==> src/rtl/opx_pkg.sv <==
// Shared types and constants for the operate execute unit.
// Assumes the 16-bit instruction layout with a 4-bit opcode on top.
package opx_pkg;

    localparam int INSTR_W   = 16;
    localparam int REG_IDX_W = 3;
    localparam int IMM_W     = 5;

    localparam logic [3:0] OPC_SUM  = 4'b0001;
    localparam logic [3:0] OPC_MASK = 4'b0101;
    localparam logic [3:0] OPC_INV  = 4'b1001;

    typedef enum logic [1:0] {
        OPK_NONE,
        OPK_SUM,
        OPK_MASK,
        OPK_INV
    } opk_e;

    typedef struct packed {
        logic neg;
        logic zero;
        logic pos;
    } cc_t;

    localparam cc_t CC_RESET = '{neg: 1'b0, zero: 1'b1, pos: 1'b0};

endpackage

==> src/rtl/opx_decode.sv <==
// Instruction field decoder. Splits the word into operation kind,
// register indices and the sign-extended immediate operand.
// Assumes DATA_W >= IMM_W; purely combinational.
module opx_decode
    import opx_pkg::*;
#(
    parameter int DATA_W = 16
) (
    input  logic [INSTR_W-1:0]   instr,
    output opk_e                 kind,
    output logic                 imm_mode,
    output logic [REG_IDX_W-1:0] dst,
    output logic [REG_IDX_W-1:0] src1,
    output logic [REG_IDX_W-1:0] src2,
    output logic [DATA_W-1:0]    imm_ext
);

    localparam int EXT_W = DATA_W - IMM_W;

    // Classify the opcode field.
    always_comb begin
        unique case (instr[15:12])
            OPC_SUM:  kind = OPK_SUM;
            OPC_MASK: kind = OPK_MASK;
            OPC_INV:  kind = OPK_INV;
            default:  kind = OPK_NONE;
        endcase
    end

    // Extract register fields and the mode bit.
    always_comb begin
        dst      = instr[11:9];
        src1     = instr[8:6];
        src2     = instr[2:0];
        imm_mode = instr[5];
    end

    // Sign-extend the immediate field to the data width.
    always_comb begin
        imm_ext = {{EXT_W{instr[IMM_W-1]}}, instr[IMM_W-1:0]};
    end

endmodule

==> src/rtl/opx_alu.sv <==
// Operate datapath: selects the second operand and computes the add,
// AND or invert result. Assumes kind comes from opx_decode.
module opx_alu
    import opx_pkg::*;
#(
    parameter int DATA_W = 16
) (
    input  opk_e              kind,
    input  logic              imm_mode,
    input  logic [DATA_W-1:0] a,
    input  logic [DATA_W-1:0] b,
    input  logic [DATA_W-1:0] imm_ext,
    output logic [DATA_W-1:0] result
);

    logic [DATA_W-1:0] b_eff;

    // Pick the register or immediate second operand.
    always_comb begin
        b_eff = imm_mode ? imm_ext : b;
    end

    // Compute the result for the decoded operation.
    always_comb begin
        unique case (kind)
            OPK_SUM:  result = a + b_eff;
            OPK_MASK: result = a & b_eff;
            OPK_INV:  result = ~a;
            default:  result = '0;
        endcase
    end

endmodule

==> src/rtl/opx_ccreg.sv <==
// Condition-code register. Classifies a written value as negative,
// zero or positive and loads it on the next edge when load is high.
// Assumes a synchronous active-low reset.
module opx_ccreg
    import opx_pkg::*;
#(
    parameter int DATA_W = 16
) (
    input  logic              clk,
    input  logic              rst_n,
    input  logic              load,
    input  logic [DATA_W-1:0] value,
    output cc_t               cc
);

    cc_t cc_next;

    // Classify the incoming value into one flag.
    always_comb begin
        cc_next.neg  = value[DATA_W-1];
        cc_next.zero = (value == '0);
        cc_next.pos  = !value[DATA_W-1] && (value != '0);
    end

    // Hold the flags; reload on a write.
    always_ff @(posedge clk) begin
        if (!rst_n)
            cc <= CC_RESET;
        else if (load)
            cc <= cc_next;
    end


    cc_onehot_chk: assert property (@(posedge clk) disable iff (!rst_n)
        $onehot(cc));


    cc_hold_chk: assert property (@(posedge clk) disable iff (!rst_n)
        !load |=> $stable(cc));


    cc_zero_chk: assert property (@(posedge clk) disable iff (!rst_n)
        (load && value == '0) |=> cc.zero);


    cc_neg_chk: assert property (@(posedge clk) disable iff (!rst_n)
        (load && value[DATA_W-1]) |=> cc.neg);

endmodule

==> src/rtl/operate_exec_unit.sv <==
// Top of the operate execute unit. Decodes one instruction per valid
// cycle, returns result, destination and write enable in that cycle,
// and updates the condition flags on the following edge.
// Assumes the register file reads sel_a/sel_b combinationally.
module operate_exec_unit
    import opx_pkg::*;
#(
    parameter int DATA_W = 16
) (
    input  logic                 clk,
    input  logic                 rst_n,
    input  logic                 issue_vld,
    input  logic [INSTR_W-1:0]   instr,
    input  logic [DATA_W-1:0]    opnd_a,
    input  logic [DATA_W-1:0]    opnd_b,
    output logic [REG_IDX_W-1:0] sel_a,
    output logic [REG_IDX_W-1:0] sel_b,
    output logic [DATA_W-1:0]    res_data,
    output logic [REG_IDX_W-1:0] dest_idx,
    output logic                 wr_en,
    output logic                 flag_n,
    output logic                 flag_z,
    output logic                 flag_p
);

    opk_e              kind;
    logic              imm_mode;
    logic [DATA_W-1:0] imm_ext;
    cc_t               cc;

    opx_decode #(.DATA_W(DATA_W)) u_decode (
        .instr    (instr),
        .kind     (kind),
        .imm_mode (imm_mode),
        .dst      (dest_idx),
        .src1     (sel_a),
        .src2     (sel_b),
        .imm_ext  (imm_ext)
    );

    opx_alu #(.DATA_W(DATA_W)) u_alu (
        .kind     (kind),
        .imm_mode (imm_mode),
        .a        (opnd_a),
        .b        (opnd_b),
        .imm_ext  (imm_ext),
        .result   (res_data)
    );

    // Write only for a valid, recognised operation.
    always_comb begin
        wr_en = issue_vld && (kind != OPK_NONE);
    end

    opx_ccreg #(.DATA_W(DATA_W)) u_ccreg (
        .clk   (clk),
        .rst_n (rst_n),
        .load  (wr_en),
        .value (res_data),
        .cc    (cc)
    );

    // Drive the flag pins from the register.
    always_comb begin
        flag_n = cc.neg;
        flag_z = cc.zero;
        flag_p = cc.pos;
    end


    we_needs_vld_chk: assert property (@(posedge clk) disable iff (!rst_n)
        wr_en |-> issue_vld);


    foreign_op_chk: assert property (@(posedge clk) disable iff (!rst_n)
        (instr[15:12] != OPC_SUM && instr[15:12] != OPC_MASK &&
         instr[15:12] != OPC_INV) |-> !wr_en);


    inv_result_chk: assert property (@(posedge clk) disable iff (!rst_n)
        (wr_en && instr[15:12] == OPC_INV) |-> ((res_data ^ opnd_a) == '1));

endmodule

==> config.mk <==
export PLATFORM = sky130hd
export DESIGN_NAME = operate_exec_unit
export DESIGN_NICKNAME = d
export VERILOG_FILES = /design/src/rtl/opx_pkg.sv /design/src/rtl/opx_decode.sv /design/src/rtl/opx_alu.sv /design/src/rtl/opx_ccreg.sv /design/src/rtl/operate_exec_unit.sv
export SDC_FILE = /design/constraint.sdc
export NUM_CORES = 1
export LEC_CHECK = 0
export CORE_MARGIN = 2
export CORE_UTILIZATION = 39
export CTS_CLUSTER_DIAMETER = 50
export DETAILED_ROUTE_END_ITERATION = 6
export PLACE_DENSITY = 0.79
export REMOVE_ABC_BUFFERS = 1
export SLEW_MARGIN = 20
export SYNTH_ARGS = -nofsm -noshare
export SYNTH_HDL_FRONTEND = slang
export SYNTH_HIERARCHICAL = 1
export SYNTH_SLANG_ARGS = --single-unit
==> constraint.sdc <==
create_clock -name clk -period 4.6 [get_ports clk]
set_clock_uncertainty 0.1 [all_clocks]
set_input_delay 0.92 -clock clk [delete_from_list [all_inputs] [get_ports clk]]
set_output_delay 0.92 -clock clk [all_outputs]
set_load 0.03 [all_outputs]
[After elaboration in Yosys (flattened, before gate mapping)]
Cells that the tools add are included.
Widths: inputs -> output; s select.
Storage, ports and cells
  logic and storage cells: 21
  input bits: 51
  bits in registers: 3
  output and inout port bits: 29
Cells by class
  eq/ne operators: 6
  reduce and logical (&&, ||, !) cells: 6
  mux-type cells: 3
  add/sub/neg operators: 1
  bitwise operators: 2
Operators by type and width (number)
  $pmux 16 s3: 1
  $add 16x16->16: 1
  $and 16x16->16: 1
  $logic_not 16->1: 1
  $mux 16: 1
  $not 16->16: 1
  $reduce_bool 16->1: 1
  $pmux 2 s3: 1
  $eq 2x2->1 const B: 2
  $eq 4x1->1 const B: 1
  $eq 4x3->1 const B: 1
  $eq 4x4->1 const B: 1
  $eq 2x1->1 const B: 1
  $logic_and 1x1->1: 2
  $reduce_bool 2->1: 1
  $logic_not 1->1: 1

[Depth between registers and ports, before layout]
Gate-level depths: netlist of run 1.
  depth after elaboration: 6
  gate-level depth with buffers: 14
  depth with buffers taken out: 11

[By module]
Netlist of run 1, hierarchy kept.
Modules (own cells, without submodules)
  opx_alu: cells an instance 195, times used 1, seq. area each 0.0 um2, area each 1376.3 um2
  opx_decode: cells an instance 30, times used 1, seq. area each 0.0 um2, area each 217.7 um2
  opx_ccreg: cells an instance 16, times used 1, seq. area each 60.1 um2, area each 155.1 um2
  operate_exec_unit: cells an instance 1, times used 1, seq. area each 0.0 um2, area each 7.5 um2

[Least setup slack after synthesis of run 1]
OpenSTA, ideal clock, no wires.
  kind: input-to-output
  from: input instr[5]
  to: output res_data[10]
  data required time: 3580 ps
  arrival: 4206 ps
  stages on the path: 11
  setup slack: -626 ps
  path buffers: 3
  cell sequence: buf_4 > clkbuf_1 > buf_1 > mux2_2 > ha_1 > fa_1 > a21o_1 > a221o_1 > o311ai_1 > xor2_1 > o21ai_0
On the way
  word-level cells in the longest chain between the ends: 3
  elaborated cells on any way between the ends: 4
  classes of those cells: add/sub: 1; mux: 2; bitwise: 1
RTL lines
  start: declaration: RTL line operate_exec_unit.sv:13  | input logic [INSTR_W-1:0] instr,
  $mux 16 (*): RTL line opx_alu.sv:20  | b_eff = imm_mode ? imm_ext : b;
  $add 16x16->16 or $and 16x16->16 (tied branches): RTL line opx_alu.sv:26, opx_alu.sv:27
  $pmux 16 s3 (*): RTL line opx_alu.sv:25  | unique case (kind)
  end: declaration: RTL line operate_exec_unit.sv:18  | output logic [DATA_W-1:0] res_data,
Mark *: on every way between the ends. The rest lies on a longest branch, timed or not.

[Final worst setup path of run 1]
  from: input instr[1]
  to: output res_data[11]
On the way
  word-level cells in the longest chain between the ends: 3
RTL lines
  $mux 16: RTL line opx_alu.sv:20
  $add 16x16->16: RTL line opx_alu.sv:26  | OPK_SUM: result = a + b_eff;
  $pmux 16 s3: RTL line opx_alu.sv:25
Every way passes these cells.

==> results of run 1 <==
[cell families after synthesis]
logic type / count (synthesis)
compound gates: 81
xor+xnor: 7
fa+ha+maj: 17
buf+inv: 47
flops: 3
mux: 20
simple gates: 67
[routing by layer]
| metal | vias up | wire [um] | share of wire, % |
|---|---|---|---|
| met5 | - | 0 | 0 |
| met4 | 0 | 247 | 3.6 |
| met3 | 31 | 512 | 7.5 |
| met2 | 150 | 3360 | 49 |
| met1 | 1118 | 2730 | 40 |
| li1 | 1089 | - | - |
[layout make-up]
cell class,count,area [um^2]
Clock buffer,4,45.0
Fill cell,332,1300
Inverter,7,26.3
Multi-Input combinational cell,192,1680
Sequential cell,3,60.1
Tap cell,52,65.1
Timing Repair Buffer,135,1180
[stage by stage]
step / power, uW / std cells / setup TNS [ns] / worst slack [ns] / area (um^2)
after global routing: 571 / 393 / -0.0159 / -0.0159 / 3060
after global placement: 387 / 379 / -3.12 / -0.565 / 2660
after detailed placement: 394 / 379 / -3.65 / -0.630 / 2660
after floorplan: 217 / 202 / 0 / 0.0618 / 1510
after CTS: 501 / 388 / 0 / 0.00956 / 2900
final: 541 / 393 / 0 / 0.101 / 3060
[cells in the final DEF, fill, tap and decap left out, types with 3 or more instances in the layout]
cell type / Yosys / routed
a21oi_1: 15 / 13
a31o_2: 3 / 3
ha_4: 0 / 9
a211oi_1: 5 / 3
and3_4: 0 / 3
nand2_1: 17 / 16
buf_4: 26 / 74
ha_1: 16 / 7
clkdlybuf4s50_1: 0 / 48
nand3_1: 7 / 6
clkbuf_8: 0 / 3
a21o_1: 4 / 4
nor2_1: 16 / 15
inv_1: 7 / 7
o21ai_0: 15 / 13
o21ai_1: 1 / 3
dlygate4sd2_1: 0 / 3
nor3_1: 4 / 3
xnor2_1: 4 / 4
nor2b_1: 3 / 3
or3_1: 5 / 4
buf_6: 0 / 5
mux2_2: 16 / 13
dfxtp_1: 3 / 3
a21oi_2: 1 / 3
o21a_1: 3 / 3
xor2_1: 3 / 3
mux2_4: 0 / 3
o211ai_1: 10 / 10
mux2i_1: 4 / 4
[timing repair]
item                       CTS  global route
setup endpoints to repair   11            10
hold buffers                 0             0
buffers inserted             5             5
pin swaps                   10            11
resized for setup           38            21
[how the worst max path moves through the flow]
stage	slack, ns	to	from
floorplan	0.06	res_data[5]	instr[13]
detailed placement	-0.63	res_data[14]	instr[5]
CTS	0.01	res_data[11]	instr[4]
global route	-0.02	res_data[11]	instr[1]
global placement	-0.56	res_data[14]	instr[5]
finish	0.10	res_data[11]	instr[1]
[report_power, final]
part	internal, uW	switching, uW	total, uW	leakage (uW)
Sequential	27.5	0.540	28.1	0.0000245
Clock	59.1	16.8	75.9	0.0000228
Combinational	222	215	437	0.00125
[worst register-to-register path: cells and delay by family (launching register included)]
family | cells | cell delay (ns)
compound gates | 3 | 0.33
flops | 1 | 0.29
==> impl_metrics.py, run 1 <==
metrics = {
    "grt": {
        "grt.total_usage_pct": 24.2,
        "grt_pass1_vias": 2208,
        "grt.busiest_layer": "met2",
        "grt_use_met3_pct": 3.56,
        "overflow": 0,
        "grt_first_pass_wirelength_mm": 10.2,
        "use_met1_pct": 30.2,
        "antenna_found_initial": 0,
        "grtUsageMet2_pct": 43.0,
        "grt_max_degree": 19,
    },
    "finish": {
        "diodes": 0,
        "top_register": "u_ccreg/cc",
        "final_nets": 410,
        "top_regs": "u_ccreg/cc: 3 flops",
        "synthToLayoutAreaGrowth_pct": 74.0,
        "drive_gt1_share_pct": 41.6,
        "largest_register_ffs": 3,
        "post-route-util_pct": 70.2,
    },
    "synth": {
        "ys.flop_type": "dfxtp_1",
        "synthMuxAreaShare_pct": 12.5,
        "netlist.top_cell.by_area": "ha_1",
        "synth_top_area_share_pct": 11.4,
        "yosys-top-cells-count": "26 x buf_4, 17 x nand2_1, 16 x ha_1, 16 x mux2_2, 16 x nor2_1",
        "synth_area_mm2": 0.00176,
        "synth_fa_ha_area_share_pct": 12.5,
        "synth.distinct_cells": 50,
        "synth_top_family_by_area": "compound AO/OA/AOI/OAI gates",
        "synthCells": 242,
        "synthSimpleGateAreaFrac_pct": 19.4,
        "ys_ff_latch": 3,
        "synth-seq-area-share_pct": 3.42,
        "syn_area_per_cell_um2": 7.26,
        "synth_xor_area_share_pct": 3.49,
        "ys_async_sr_fraction_pct": 0,
        "synth-compound-area-share_pct": 32.8,
        "yosysMostFrequentCell": "buf_4",
        "yosys-top-cells-area": "ha_1 11%, buf_4 11%, mux2_2 10%",
        "synth_warnings": 6,
        "synth_edf_count": 0,
    },
    "floorplanning": {
        "rows": 24,
        "num_io_pins": 80,
        "initial_core_util_pct": 40.3,
        "die_area_mm2": 0.00506,
        "die_w_um": 71.1,
        "die_height_um": 71.1,
        "core_mm2": 0.00435,
    },
    "critical_path": {
        "crit_family": "buffers and inverters",
        "cp.depth": 11,
        "r2r-start": "u_ccreg/cc[0]",
        "criticalPathCategory": "in -> out",
        "max_stage_delay_ns": 0.41,
        "worstSetupStartpointType": "primary input",
        "cp-end-kind": "primary output",
        "critPathBufInv": 4,
        "r2r-end": "u_ccreg/cc[0]",
        "cp.arrival_ns": 3.48,
        "crit_fanout": 4,
        "cpMostUsedCell": "buf_4",
        "crit_chain": "clkdlybuf4s50_1 -> mux2_2 -> ha_1 -> a21oi_1 -> or2_1 -> buf_4 -> a211oi_2 -> buf_4 -> or3_1 -> a32o_2 -> buf_4",
        "required_ns": 3.58,
        "reg2reg_depth": 3,
        "cp_slowest_cell": "clkdlybuf4s50_1",
        "r2r_slack_ns": 3.77,
    },
    "job": {
        "drv_cap": 0,
    },
    "clocking": {
        "cts_tree": "done",
        "clkLatencyLatePin_ns": 0.21,
        "cts_made_buffers": 3,
        "cts_buffer_depth": 2,
        "cts-root-buf": "clkbuf_8",
        "clock_sinks": 3,
        "h-tree-depth": 1,
        "clkTransAtPathRegs_ns": 0.03,
    },
    "placed_design": {
        "io_buffers": 67,
        "post-dp-hpwl_mm": 4.77,
        "gp_congestion": 0.976,
    },
    "sta": {
        "max_slew.worst_pin.slew_ns": 0.582,
        "max_freq_ghz": 0.222,
        "period_share_pct": 97.8,
        "maxSlewViolCount": 0,
        "finalCriticalPeriod_ns": 4.50,
        "hold_slack_ns": 0.410,
        "finalSetupViolCount": 0,
        "relSlewSlack_pct": 61.2,
        "hold_viol": 0,
    },
    "route": {
        "ant_nets": 0,
        "viasPerCell": 6.08,
        "dr.first_iter.drc_count": 236,
        "first_pass_iters": 5,
        "vias": 2388,
        "drt_wl_total_mm": 6.85,
        "drc": 0,
        "routedWlPerCell_um": 17.4,
    },
    "min_path": {
        "whs_path_depth": 2,
        "hold_path_end": "u_ccreg/cc[2]",
        "min-delay-start": "u_ccreg/cc[2]",
        "holdCritPathClass": "reg -> reg",
    },
    "power_and_ir_drop": {
        "pwr_density_cell_mw_per_mm2": 177,
        "irDropWorstVdd_uv": 97.0,
        "power_leakage_uw": 0.00129,
    },
    "outcome": {
        "outcome": "finished clean",
    },
}
(Power assumes the default switching activity.)
==> inputs of run 2 (changes only) <==
--- a/config.mk
+++ b/config.mk
@@ -6,10 +6,10 @@
 export NUM_CORES = 1
 export LEC_CHECK = 0
 export CORE_MARGIN = 2
-export CORE_UTILIZATION = 39
+export CORE_UTILIZATION = 46
 export CTS_CLUSTER_DIAMETER = 50
 export DETAILED_ROUTE_END_ITERATION = 6
-export PLACE_DENSITY = 0.79
+export PLACE_DENSITY = 0.88
 export REMOVE_ABC_BUFFERS = 1
 export SLEW_MARGIN = 20
 export SYNTH_ARGS = -nofsm -noshare
==> constraint.sdc (replaced) <==
create_clock -name clk -period 5.2 [get_ports clk]
set_clock_uncertainty 0.1 [all_clocks]
set_input_delay 1.04 -clock clk [delete_from_list [all_inputs] [get_ports clk]]
set_output_delay 1.04 -clock clk [all_outputs]
set_load 0.03 [all_outputs]
==> run 2 against run 1 <==
Effect of this change: die area down 14%; total power down 24%; worst hold slack better by 0.018 ns; global-route usage up 2.6 points; first-iteration DRC count down 8.9%; non-clock buffer count down 22; critical path depth unchanged; sequential power down 11%; critical path type unchanged; largest cell class unchanged; highest routed layer unchanged.
==> impl_metrics.py, run 2 (synthesized netlist as in run 1, its figures left out) <==
metrics = {
    "floorplanning": {
        "rows": 22,
        "die_w_um": 65.8,
        "num_io_pins": 80,
        "core_mm2": 0.00366,
        "die_area_mm2": 0.00433,
        "initial_core_util_pct": 48.0,
        "die_height_um": 65.8,
    },
    "route": {
        "ant_nets": 0,
        "drc": 0,
        "routedWlPerCell_um": 15.8,
        "first_pass_iters": 4,
        "vias": 2185,
        "viasPerCell": 5.95,
        "dr.first_iter.drc_count": 215,
        "drt_wl_total_mm": 5.82,
    },
    "critical_path": {
        "crit_chain": "clkdlybuf4s50_1 -> buf_4 -> mux2_2 -> ha_1 -> buf_4 -> nand2_1 -> nor3_1 -> o2111ai_1 -> a31o_2 -> a32o_1 -> buf_4",
        "cp_slowest_cell": "clkdlybuf4s50_1",
        "reg2reg_depth": 3,
        "criticalPathCategory": "in -> out",
        "r2r-start": "u_ccreg/cc[0]",
        "crit_family": "buffers and inverters",
        "critPathBufInv": 4,
        "crit_end": "res_data[15]",
        "cp.depth": 11,
        "crit_fanout": 7,
        "cp-end-kind": "primary output",
        "r2r-end": "u_ccreg/cc[0]",
        "worstSetupStartpoint": "instr[4]",
        "r2r_slack_ns": 4.24,
        "required_ns": 4.06,
        "cp.arrival_ns": 3.93,
        "cpMostUsedCell": "buf_4",
        "max_stage_delay_ns": 0.56,
        "worstSetupStartpointType": "primary input",
    },
    "clocking": {
        "cts_buffer_depth": 2,
        "cts_setup_buffers": 0,
        "cts_tree": "done",
        "h-tree-depth": 1,
        "cts-root-buf": "clkbuf_8",
        "clkTransAtPathRegs_ns": 0.03,
        "holdBufCountCts": 0,
        "clkLatencyLatePin_ns": 0.21,
        "clock_sinks": 3,
        "cts_made_buffers": 3,
    },
    "placed_design": {
        "dpl-instance-area_mm2": 0.00257,
        "dp_cells": 363,
        "post-dp-hpwl_mm": 4.64,
        "pre_cts_ws_ns": -0.229,
        "gp_congestion": 0.968,
        "io_buffers": 67,
    },
    "finish": {
        "largest_register_ffs": 3,
        "diodes": 0,
        "top_register": "u_ccreg/cc",
        "instances_no_fill": 367,
        "final_nets": 388,
        "final_common_cell": "buf_4",
        "design_area_mm2": 0.00264,
        "synthToLayoutAreaGrowth_pct": 50.0,
        "top_regs": "u_ccreg/cc: 3 flops",
        "drive_gt1_share_pct": 29.5,
        "final_cell_mix": "57 x buf_4, 52 x clkdlybuf4s50_1, 17 x nand2_1",
    },
    "sta": {
        "finalCriticalPeriod_ns": 5.07,
        "relSlewSlack_pct": 65.0,
        "maxSlewViolCount": 0,
        "setup_slack_ns": 0.130,
        "tns_ns": 0,
        "rsz0062_at_grt": "false",
        "max_freq_ghz": 0.197,
        "max_slew.worst_pin.slew_ns": 0.519,
        "hold_viol": 0,
        "finalSetupViolCount": 0,
        "period_share_pct": 97.5,
    },
    "power_and_ir_drop": {
        "power.total_uw": 410,
        "power_leakage_uw": 0.00112,
        "pwr_density_cell_mw_per_mm2": 156,
        "irDropWorstVdd_uv": 199,
    },
    "grt": {
        "overflow": 0,
        "antenna_found_initial": 0,
        "grt_pass1_vias": 2091,
        "grt.total_usage_pct": 26.9,
        "grt_first_pass_wirelength_mm": 9.34,
        "grt_max_degree": 19,
    },
    "outcome": {
        "outcome": "finished clean",
    },
    "min_path": {
        "holdCritPathClass": "reg -> reg",
    },
    "job": {
        "drv_cap": 0,
    },
}
[run 2: changes by cell type in the layout (fill, tap and decap cells not counted), sizes merged]
cell,change
buf,-25
clkdlybuf4s50,+4
dlygate4sd2,-2
clkbuf,+1
[run 2: power breakdown]
part	switching (uW)	total (uW)	internal (uW)	leakage (uW)
sequential	0.633	25.0	24.4	0.0000245
clock	15.0	67.2	52.2	0.0000228
combinational	160	318	158	0.00107
[run 2: how the worst min path moves through the flow]
stage / depth (start not counted) / to / start
after floorplan: 2 / u_ccreg/cc[1] / u_ccreg/cc[1]
after detailed placement: 2 / u_ccreg/cc[2] / u_ccreg/cc[2]
after CTS: 2 / u_ccreg/cc[1] / u_ccreg/cc[1]
final: 2 / u_ccreg/cc[1] / u_ccreg/cc[1]
after global placement: 2 / u_ccreg/cc[1] / u_ccreg/cc[1]
after global routing: 2 / u_ccreg/cc[2] / u_ccreg/cc[2]
[run 2: per-layer routing]
metal | GRT usage (%) | share of wire, % | up-vias | wire (um)
met4 | 4.17 | 0.83 | 0 | 48
met3 | 3.92 | 8.0 | 6 | 467
li1 | - | - | 1051 | -
met2 | 47.6 | 48 | 114 | 2790
met1 | 34.8 | 43 | 1014 | 2510
met5 | 0 | 0 | - | 0
[run 2: worst reg2reg max path, stage by stage (launching register included)]
cell     delay (ns)
dfxtp_1        0.31
o21ai_0        0.25
a21oi_1        0.07
o21a_1         0.11
[run 2: final cells by class]
type	count	area (um^2)
clock buffers	4	45.0
inverters	7	26.3
flip-flops and latches	3	60.1
fillers	308	1030
multi-input cells	192	1450
repair buffers	113	995
well taps	48	60.1
[run 2: metrics by stage]
| step | hold WS (ns) | utilization, % |
|---|---|---|
| floorplan | 0.528 | - |
| global placement | 0.404 | 70.1 |
| detailed placement | 0.417 | 70.1 |
| CTS | 0.436 | 71.3 |
| global route | 0.485 | 72.0 |
| finish | 0.427 | 72.0 |
[run 2: timing repair]
| item | in CTS | in global routing |
|---|---|---|
| pin swaps | 0 | 1 |
| setup endpoints to repair | 3 | 10 |
| resized for setup | 4 | 7 |
